===== src/rtl/sdi_pkg.sv =====
package sdi_pkg;

  typedef enum logic [3:0] {
    E_NONE  = 4'd0,
    E_NOTSD = 4'd1,
    E_VOLT  = 4'd2,
    E_CID   = 4'd3,
    E_RCA   = 4'd4,
    E_SEL   = 4'd5,
    E_TYPE  = 4'd6,
    E_CSD   = 4'd7,
    E_CID2  = 4'd8,
    E_WIDTH = 4'd9,
    E_APP   = 4'd10
  } errCodeT;

  typedef enum logic [1:0] {
    A_ZERO,
    A_RCA,
    A_VOLT,
    A_WIDTH
  } argSelT;

  typedef struct packed {
    logic   tmrClr;
    logic   budClr;
    logic   clkRun;
    logic   capOcr;
    logic   capCid;
    logic   capCsd;
    logic   capRca;
    argSelT argSel;
  } dpCtlT;

endpackage


===== src/rtl/sdi_dp.sv =====
module sdi_dp
  import sdi_pkg::*;
#(
  parameter int          TW         = 16,
  parameter int          BW         = 16,
  parameter int          A41_BUDGET = 1000,
  parameter logic [23:0] VOLT_WIN   = 24'hFF8000
) (
  input  logic           clk,
  input  logic           rstN,
  input  dpCtlT          dpCtl,
  input  logic           wide4,
  input  logic [127:0]   rspData,
  output logic [TW-1:0]  tmr,
  output logic           budExp,
  output logic           idClk,
  output logic [31:0]    cmdArg,
  output logic [31:0]    ocr,
  output logic [127:0]   cid,
  output logic [127:0]   csd,
  output logic [15:0]    rca
);

  logic [BW-1:0] bud;

  always_ff @(posedge clk or negedge rstN) begin
    if (!rstN) begin
      tmr   <= '0;
      bud   <= '0;
      idClk <= 1'b0;
      ocr   <= '0;
      cid   <= '0;
      csd   <= '0;
      rca   <= '0;
    end else begin
      if (dpCtl.tmrClr)      tmr <= '0;
      else if (tmr != '1)    tmr <= tmr + 1'b1;
      if (dpCtl.budClr)      bud <= '0;
      else if (bud != '1)    bud <= bud + 1'b1;
      idClk <= dpCtl.clkRun ? ~idClk : 1'b0;
      if (dpCtl.capOcr) ocr <= rspData[31:0];
      if (dpCtl.capCid) cid <= rspData;
      if (dpCtl.capCsd) csd <= rspData;
      if (dpCtl.capRca) rca <= rspData[31:16];
    end
  end

  assign budExp = (bud >= BW'(A41_BUDGET));

  always_comb begin
    unique case (dpCtl.argSel)
      A_RCA:   cmdArg = {rca, 16'h0000};
      A_VOLT:  cmdArg = {8'h00, ocr[23:0] & VOLT_WIN};
      A_WIDTH: cmdArg = {30'd0, wide4, 1'b0};
      default: cmdArg = 32'd0;
    endcase
  end

endmodule


===== src/rtl/sdi_ctrl.sv =====
module sdi_ctrl
  import sdi_pkg::*;
#(
  parameter int          OFF_CYC    = 200,
  parameter int          RAMP_CYC   = 200,
  parameter int          DUMMY_CLKS = 80,
  parameter int          RSP_TO     = 128,
  parameter int          TW         = 16,
  parameter logic [23:0] VOLT_WIN   = 24'hFF8000
) (
  input  logic          clk,
  input  logic          rstN,
  input  logic          start,
  input  logic          cmdReady,
  input  logic          rspValid,
  input  logic [31:0]   rsp32,
  input  logic [TW-1:0] tmr,
  input  logic          budExp,
  output dpCtlT         dpCtl,
  output logic          cmdValid,
  output logic [5:0]    cmdIndex,
  output logic          pwrEn,
  output logic          done,
  output logic          err,
  output logic [3:0]    errCode
);

  typedef enum logic [4:0] {
    ST_IDLE, ST_OFF, ST_RAMP, ST_DUMMY, ST_CMD0, ST_A41Q, ST_A41,
    ST_CMD2, ST_CMD3, ST_SEL1, ST_A13, ST_DESEL, ST_CMD9, ST_CMD10,
    ST_SEL2, ST_A6, ST_DONE, ST_ERR
  } stT;

  typedef enum logic [1:0] {PH_APPREQ, PH_APPWAIT, PH_REQ, PH_WAIT} phT;

  localparam int DUM_CYC = 2 * DUMMY_CLKS;

  stT st;
  phT ph;

  function automatic logic isApp(stT s);
    return s inside {ST_A41Q, ST_A41, ST_A13, ST_A6};
  endfunction

  function automatic stT nextOf(stT s);
    case (s)
      ST_CMD0:  return ST_A41Q;
      ST_A41Q:  return ST_A41;
      ST_A41:   return ST_CMD2;
      ST_CMD2:  return ST_CMD3;
      ST_CMD3:  return ST_SEL1;
      ST_SEL1:  return ST_A13;
      ST_A13:   return ST_DESEL;
      ST_DESEL: return ST_CMD9;
      ST_CMD9:  return ST_CMD10;
      ST_CMD10: return ST_SEL2;
      ST_SEL2:  return ST_A6;
      default:  return ST_DONE;
    endcase
  endfunction

  logic [5:0] stepIdx;
  logic       stepRsp;
  argSelT     stepArg;
  errCodeT    stepErr;

  always_comb begin
    stepIdx = 6'd0; stepRsp = 1'b1; stepArg = A_ZERO; stepErr = E_NONE;
    case (st)
      ST_CMD0:  begin stepIdx = 6'd0;  stepRsp = 1'b0; end
      ST_A41Q:  begin stepIdx = 6'd41; stepErr = E_NOTSD; end
      ST_A41:   begin stepIdx = 6'd41; stepArg = A_VOLT; stepErr = E_NOTSD; end
      ST_CMD2:  begin stepIdx = 6'd2;  stepErr = E_CID; end
      ST_CMD3:  begin stepIdx = 6'd3;  stepErr = E_RCA; end
      ST_SEL1:  begin stepIdx = 6'd7;  stepArg = A_RCA; stepErr = E_SEL; end
      ST_A13:   begin stepIdx = 6'd13; stepErr = E_TYPE; end
      ST_DESEL: begin stepIdx = 6'd7;  stepRsp = 1'b0; end
      ST_CMD9:  begin stepIdx = 6'd9;  stepArg = A_RCA; stepErr = E_CSD; end
      ST_CMD10: begin stepIdx = 6'd10; stepArg = A_RCA; stepErr = E_CID2; end
      ST_SEL2:  begin stepIdx = 6'd7;  stepArg = A_RCA; stepErr = E_SEL; end
      ST_A6:    begin stepIdx = 6'd6;  stepArg = A_WIDTH; stepErr = E_WIDTH; end
      default:  ;
    endcase
  end

  logic isCmd, appPh, startAcc, offEnd, rampEnd, dumEnd, rspHit, toHit;

  assign isCmd    = !(st inside {ST_IDLE, ST_OFF, ST_RAMP, ST_DUMMY, ST_DONE, ST_ERR});
  assign appPh    = (ph == PH_APPREQ) || (ph == PH_APPWAIT);
  assign startAcc = start && (st inside {ST_IDLE, ST_DONE, ST_ERR});
  assign offEnd   = (st == ST_OFF)   && (tmr == TW'(OFF_CYC - 1));
  assign rampEnd  = (st == ST_RAMP)  && (tmr == TW'(RAMP_CYC - 1));
  assign dumEnd   = (st == ST_DUMMY) && (tmr == TW'(DUM_CYC - 1));
  assign rspHit   = isCmd && (ph == PH_WAIT) && rspValid;
  assign toHit    = (tmr >= TW'(RSP_TO));

  assign cmdValid = isCmd && ((ph == PH_APPREQ) || (ph == PH_REQ));
  assign cmdIndex = appPh ? 6'd55 : stepIdx;

  always_comb begin
    dpCtl        = '0;
    dpCtl.tmrClr = startAcc || offEnd || rampEnd || dumEnd || (cmdValid && cmdReady);
    dpCtl.budClr = rspHit && (st == ST_A41Q);
    dpCtl.clkRun = (st == ST_DUMMY);
    dpCtl.capOcr = rspHit && (st inside {ST_A41Q, ST_A41});
    dpCtl.capCid = rspHit && (st inside {ST_CMD2, ST_CMD10});
    dpCtl.capCsd = rspHit && (st == ST_CMD9);
    dpCtl.capRca = rspHit && (st == ST_CMD3);
    dpCtl.argSel = appPh ? A_RCA : stepArg;
  end

  always_ff @(posedge clk or negedge rstN) begin
    if (!rstN) begin
      st <= ST_IDLE; ph <= PH_REQ; pwrEn <= 1'b0;
      done <= 1'b0; err <= 1'b0; errCode <= E_NONE;
    end else if (startAcc) begin
      st <= ST_OFF; ph <= PH_REQ; pwrEn <= 1'b0;
      done <= 1'b0; err <= 1'b0; errCode <= E_NONE;
    end else begin
      case (st)
        ST_IDLE, ST_DONE, ST_ERR: ;
        ST_OFF:   if (offEnd)  begin st <= ST_RAMP; pwrEn <= 1'b1; end
        ST_RAMP:  if (rampEnd) st <= ST_DUMMY;
        ST_DUMMY: if (dumEnd)  begin st <= ST_CMD0; ph <= PH_REQ; end
        default: begin
          case (ph)
            PH_APPREQ:  if (cmdReady) ph <= PH_APPWAIT;
            PH_APPWAIT: begin
              if (rspValid) ph <= PH_REQ;
              else if (toHit) begin st <= ST_ERR; err <= 1'b1; errCode <= E_APP; end
            end
            PH_REQ: begin
              if (cmdReady) begin
                if (stepRsp) ph <= PH_WAIT;
                else begin
                  st <= nextOf(st);
                  ph <= isApp(nextOf(st)) ? PH_APPREQ : PH_REQ;
                end
              end
            end
            default: begin
              if (rspValid) begin
                if (st == ST_A41Q && (rsp32[23:0] & VOLT_WIN) == 24'd0) begin
                  st <= ST_ERR; err <= 1'b1; errCode <= E_VOLT;
                end else if (st == ST_A41 && !rsp32[31]) begin
                  if (budExp) begin st <= ST_ERR; err <= 1'b1; errCode <= E_NOTSD; end
                  else ph <= PH_APPREQ;
                end else if (st == ST_CMD3 && rsp32[31:16] == 16'd0) begin
                  st <= ST_ERR; err <= 1'b1; errCode <= E_RCA;
                end else if (st == ST_A13 && rsp32[15:8] != 8'd0) begin
                  st <= ST_ERR; err <= 1'b1; errCode <= E_TYPE;
                end else if (st == ST_A6) begin
                  st <= ST_DONE; done <= 1'b1;
                end else begin
                  st <= nextOf(st);
                  ph <= isApp(nextOf(st)) ? PH_APPREQ : PH_REQ;
                end
              end else if (toHit) begin
                st <= ST_ERR; err <= 1'b1; errCode <= stepErr;
              end
            end
          endcase
        end
      endcase
    end
  end

endmodule


===== src/rtl/sd_init_seq.sv =====
module sd_init_seq
  import sdi_pkg::*;
#(
  parameter int          OFF_CYC    = 200_000,
  parameter int          RAMP_CYC   = 50_000_000,
  parameter int          DUMMY_CLKS = 80,
  parameter int          RSP_TO     = 128,
  parameter int          A41_BUDGET = 200_000_000,
  parameter logic [23:0] VOLT_WIN   = 24'hFF8000
) (
  input  logic         clk,
  input  logic         rstN,
  input  logic         start,
  input  logic         wide4,
  output logic         pwrEn,
  output logic         idClk,
  output logic         cmdValid,
  output logic [5:0]   cmdIndex,
  output logic [31:0]  cmdArg,
  input  logic         cmdReady,
  input  logic         rspValid,
  input  logic [127:0] rspData,
  output logic         done,
  output logic         err,
  output logic [3:0]   errCode,
  output logic [31:0]  ocr,
  output logic [127:0] cid,
  output logic [127:0] csd,
  output logic [15:0]  rca
);

  localparam int M1   = (OFF_CYC > RAMP_CYC) ? OFF_CYC : RAMP_CYC;
  localparam int M2   = (2 * DUMMY_CLKS > RSP_TO) ? 2 * DUMMY_CLKS : RSP_TO;
  localparam int TMAX = (M1 > M2) ? M1 : M2;
  localparam int TW   = $clog2(TMAX + 2) + 1;
  localparam int BW   = $clog2(A41_BUDGET + 2) + 1;

  dpCtlT         dpCtl;
  logic [TW-1:0] tmr;
  logic          budExp;

  sdi_ctrl #(
    .OFF_CYC(OFF_CYC), .RAMP_CYC(RAMP_CYC), .DUMMY_CLKS(DUMMY_CLKS),
    .RSP_TO(RSP_TO), .TW(TW), .VOLT_WIN(VOLT_WIN)
  ) i_ctrl (
    .clk(clk), .rstN(rstN), .start(start), .cmdReady(cmdReady),
    .rspValid(rspValid), .rsp32(rspData[31:0]), .tmr(tmr), .budExp(budExp),
    .dpCtl(dpCtl), .cmdValid(cmdValid), .cmdIndex(cmdIndex), .pwrEn(pwrEn),
    .done(done), .err(err), .errCode(errCode)
  );

  sdi_dp #(
    .TW(TW), .BW(BW), .A41_BUDGET(A41_BUDGET), .VOLT_WIN(VOLT_WIN)
  ) i_dp (
    .clk(clk), .rstN(rstN), .dpCtl(dpCtl), .wide4(wide4), .rspData(rspData),
    .tmr(tmr), .budExp(budExp), .idClk(idClk), .cmdArg(cmdArg),
    .ocr(ocr), .cid(cid), .csd(csd), .rca(rca)
  );

endmodule


===== config.mk =====
export PLATFORM = sky130hd
export DESIGN_NAME = sd_init_seq
export DESIGN_NICKNAME = d
export VERILOG_FILES = /design/src/rtl/sdi_pkg.sv /design/src/rtl/sdi_dp.sv /design/src/rtl/sdi_ctrl.sv /design/src/rtl/sd_init_seq.sv
export SDC_FILE = /design/constraint.sdc
export NUM_CORES = 1
export LEC_CHECK = 0
export CAP_MARGIN = 15
export CORE_MARGIN = 8
export CORE_UTILIZATION = 48
export DETAILED_ROUTE_END_ITERATION = 16
export MAX_ROUTING_LAYER = met4
export PLACE_DENSITY_LB_ADDON = 0.2
export SYNTH_ARGS = -nofsm -noshare
export SYNTH_HDL_FRONTEND = slang
export SYNTH_SLANG_ARGS = --single-unit

===== constraint.sdc =====
create_clock -name clk -period 3.8 [get_ports clk]
set_input_delay 0.38 -clock clk [delete_from_list [all_inputs] [get_ports clk]]
set_output_delay 0.38 -clock clk [all_outputs]
set_load 0.03 [all_outputs]

==> reports/metrics.cfg <==
[grt]
grt_max_degree = 121
grt_pass1_vias = 12500
globalRouteOverflowTotal = 0
track_usage = 0.254
antenna_found_initial = 7
grt_pass1_wl_mm = 79.1

[detailed_routing]
viasPerCell = 5.40
detail_route.wl_per_cell_um = 22.5
drt_iter0_drc = 682
ant_nets = 0
dr.pass1.iters = 5
remaining_drc_errors = 0
vias = 12100
wl_mm = 50.6

[clock_network]
cts_made_buffers = 41
root_buffer = clkbuf_16
cts_buffer_depth = 3
cts_tree = done
clock_sinks = 375
h-tree-depth = 2
clk-insertion-delay-late_ns = 0.54
path_clk_slew_ns = 0.06

[critical_path]
endpoint_kind = output pin
arrival_ns = 3.22
slowest_delay_ns = 0.59
startpoint_type = flip-flop
path_max_fanout = 16
critical_path.startpoint = i_ctrl.st[0]$_DFFE_PN0P_
path_class = reg -> out
crit_chain = clkinvlp_4 -> ha_2 -> or3_1 -> a21oi_1 -> nor2_1 -> nor2_1 -> nor2_4 -> and2_1 -> clkdlybuf4s50_1
cp_common_cell = nor2_1
cp.required_ns = 3.42
r2r_start = i_ctrl.st[0]$_DFFE_PN0P_
crit_slowest_cell = clkdlybuf4s50_1

[place]
port_buffers = 470
finalWeightedCongestion = 0.879
place_area_um2 = 21700
post-dp-hpwl_mm = 38.5

[synthesis]
ys_ff_latch = 375
synth_common_cells = dfrtp_1, mux2_2, nor2_1, nand2_1, clkbuf_1
synth_top_cell_area_share = 0.571
synthTopCellsByArea = dfrtp_1, mux2_2, nor2_1, xor2_1, nand2_1
ys_async_sr_fraction = 1.00
syn_area_um2 = 16400
synth_edf_count = 0
ys_types = 71
ys_warn_count = 0
synth_area_per_cell_um2 = 12.8
synth.yosys.seq_area_share = 0.573
post-synth-top-count-cell = dfrtp_1
yosys.area.top_type = dfrtp_1
syn-instance-count = 1281
synthFlopType = dfrtp_1

[final_layout]
nFillCells = 2457
drive_gt1_frac = 0.240
final_area_um2 = 23100
nets = 1909
layout-area-overhead-vs-synth_pct = 41.3

[sta]
hold_viol = 0
worstMarginPinSlew_ns = 0.919
max_freq_ghz = 0.278
period_needed_ns = 3.60
finalCritPeriodShare = 0.947
final-max-slew-violation-count = 0
finalSetupViolCount = 0
rsz0062_at_grt = false
finalClockSkew_ns = 0.0188
relSlewSlack = 0.388
finalSetupTns_ns = 0

[power_and_ir_drop]
peakVddDrop_v = 0.000448
powerDensity_nw_per_um2 = 744
p_leak_nw = 10.7
total_power_mw = 17.2

[run_status]
outcome = completed

[hold_path]
hold_start = i_dp.idClk$_DFF_PN0_
min_path_type = reg -> reg

[flow_run]
max_cap_violations = 0

[floorplanning]
die_h_um = 201
coreArea_um2 = 33500
ios = 485
fp.dieW_um = 201
start_util = 0.488
die_area_um2 = 40300
rows = 67

## per-stage QoR
step | std cells | setup WS, ns | hold WS, ns | utilization
after floorplan | 1294 | 0.930 | 0.0844 | -
after global placement | 2163 | 0.220 | 0.420 | 0.646
after detailed placement | 2163 | 0.123 | 0.417 | 0.646
after CTS | 2237 | 0.00873 | 0.425 | 0.689
after global routing | 2246 | 0.0195 | 0.449 | 0.690
final | 2246 | 0.203 | 0.422 | 0.690
## path summary, 6_finish.rpt
kind | cells past startpoint | end | slack (ns)
max in group asynchronous | 3 | i_dp.csd[41]$_DFFE_PN0P_ | 2.18
setup / recovery | 9 | cmdArg[28] | 0.20
min in group asynchronous | 2 | i_dp.tmr[4]$_DFFE_PN0P_ | 0.45
setup reg to reg | 9 | i_dp.csd[7]$_DFFE_PN0P_ | 0.28
hold reg to reg | 1 | i_dp.idClk$_DFF_PN0_ | 0.42
hold / removal | 1 | i_dp.idClk$_DFF_PN0_ | 0.42
## cell usage in the layout, fill, tap and decap left out, drive strengths merged, types with 22 or more instances in the layout
cell,instances
inv,22
clkdlybuf4s50,460
nor3,22
nand3,32
nor2,106
nand4,22
mux2,304
nand2,47
dfrtp,374
xor2,32
buf,39
clkbuf,58
a21oi,22
## where the power goes
group | switching [mW] | total [mW] | internal [mW]
sequential | 0.799 | 5.91 | 5.11
clock | 1.60 | 4.06 | 2.47
combinational | 4.17 | 7.24 | 3.07
## per-layer routing
metal / up-vias / GRT usage / wire, um
met5: - / - / 0
met4: 0 / 0.0788 / 1360
met3: 83 / 0.0547 / 3030
met2: 399 / 0.427 / 25800
met1: 6163 / 0.303 / 20500
li1: 5489 / - / -
## worst max-delay path, delay by kind of cell (launching register included)
kind | cells | cell delay, ns
DFF | 1 | 0.49
adders and majority gates | 1 | 0.29
AOI/OAI and AO/OA | 1 | 0.16
buffers and inverters | 2 | 0.80
and+or+nand+nor | 5 | 0.94
## repair_timing
item / 4_1_cts / 5_1_grt
setup buffers: 0 / 2
gates resized for setup: 5 / 10
hold buffers: 1 / 0
setup endpoints to repair: 17 / 16
endpoints found under the hold margin: 94 / 0
## cell families (layout without fill, tap and decap cells)
| group | Yosys count | in the layout | share of synthesized area |
|---|---|---|---|
| compound gates | 104 | 104 | 0.0467 |
| xor+xnor | 48 | 48 | 0.0257 |
| fa+ha+maj | 14 | 14 | 0.0107 |
| buf+inv | 107 | 604 | 0.0309 |
| flops | 375 | 375 | 0.573 |
| mux | 310 | 310 | 0.213 |
| other cells | 1 | 21 | 0.000229 |
| simple gates | 322 | 322 | 0.100 |
## cell type report
type                            count  area (um2)  share of cell area
Timing Repair Buffer              509        5120               0.221
Clock inverter                     15         210             0.00908
Sequential cell                   375        9390               0.405
Multi-Input combinational cell    812        6570               0.284
Antenna cell                        7        17.5            0.000757
Inverter                           22        86.3             0.00373
Tap cell                          448         561              0.0242
Clock buffer                       58        1190              0.0515
## flip-flops by register name, indices dropped and copies added (netlist names)
| signal | cells |
|---|---|
| i_ctrl.pwrEn | 1 |
| i_ctrl.done | 1 |
| i_ctrl.errCode | 4 |
| i_ctrl.ph | 2 |
| i_dp.tmr | 27 |
| i_dp.bud | 29 |
| i_dp.rca | 16 |
| i_ctrl.err | 1 |
| i_dp.idClk | 1 |
| i_dp.ocr | 32 |
| i_dp.cid | 128 |
| i_ctrl.st | 5 |
| i_dp.csd | 128 |
Power figures use the tool's default switching activity.
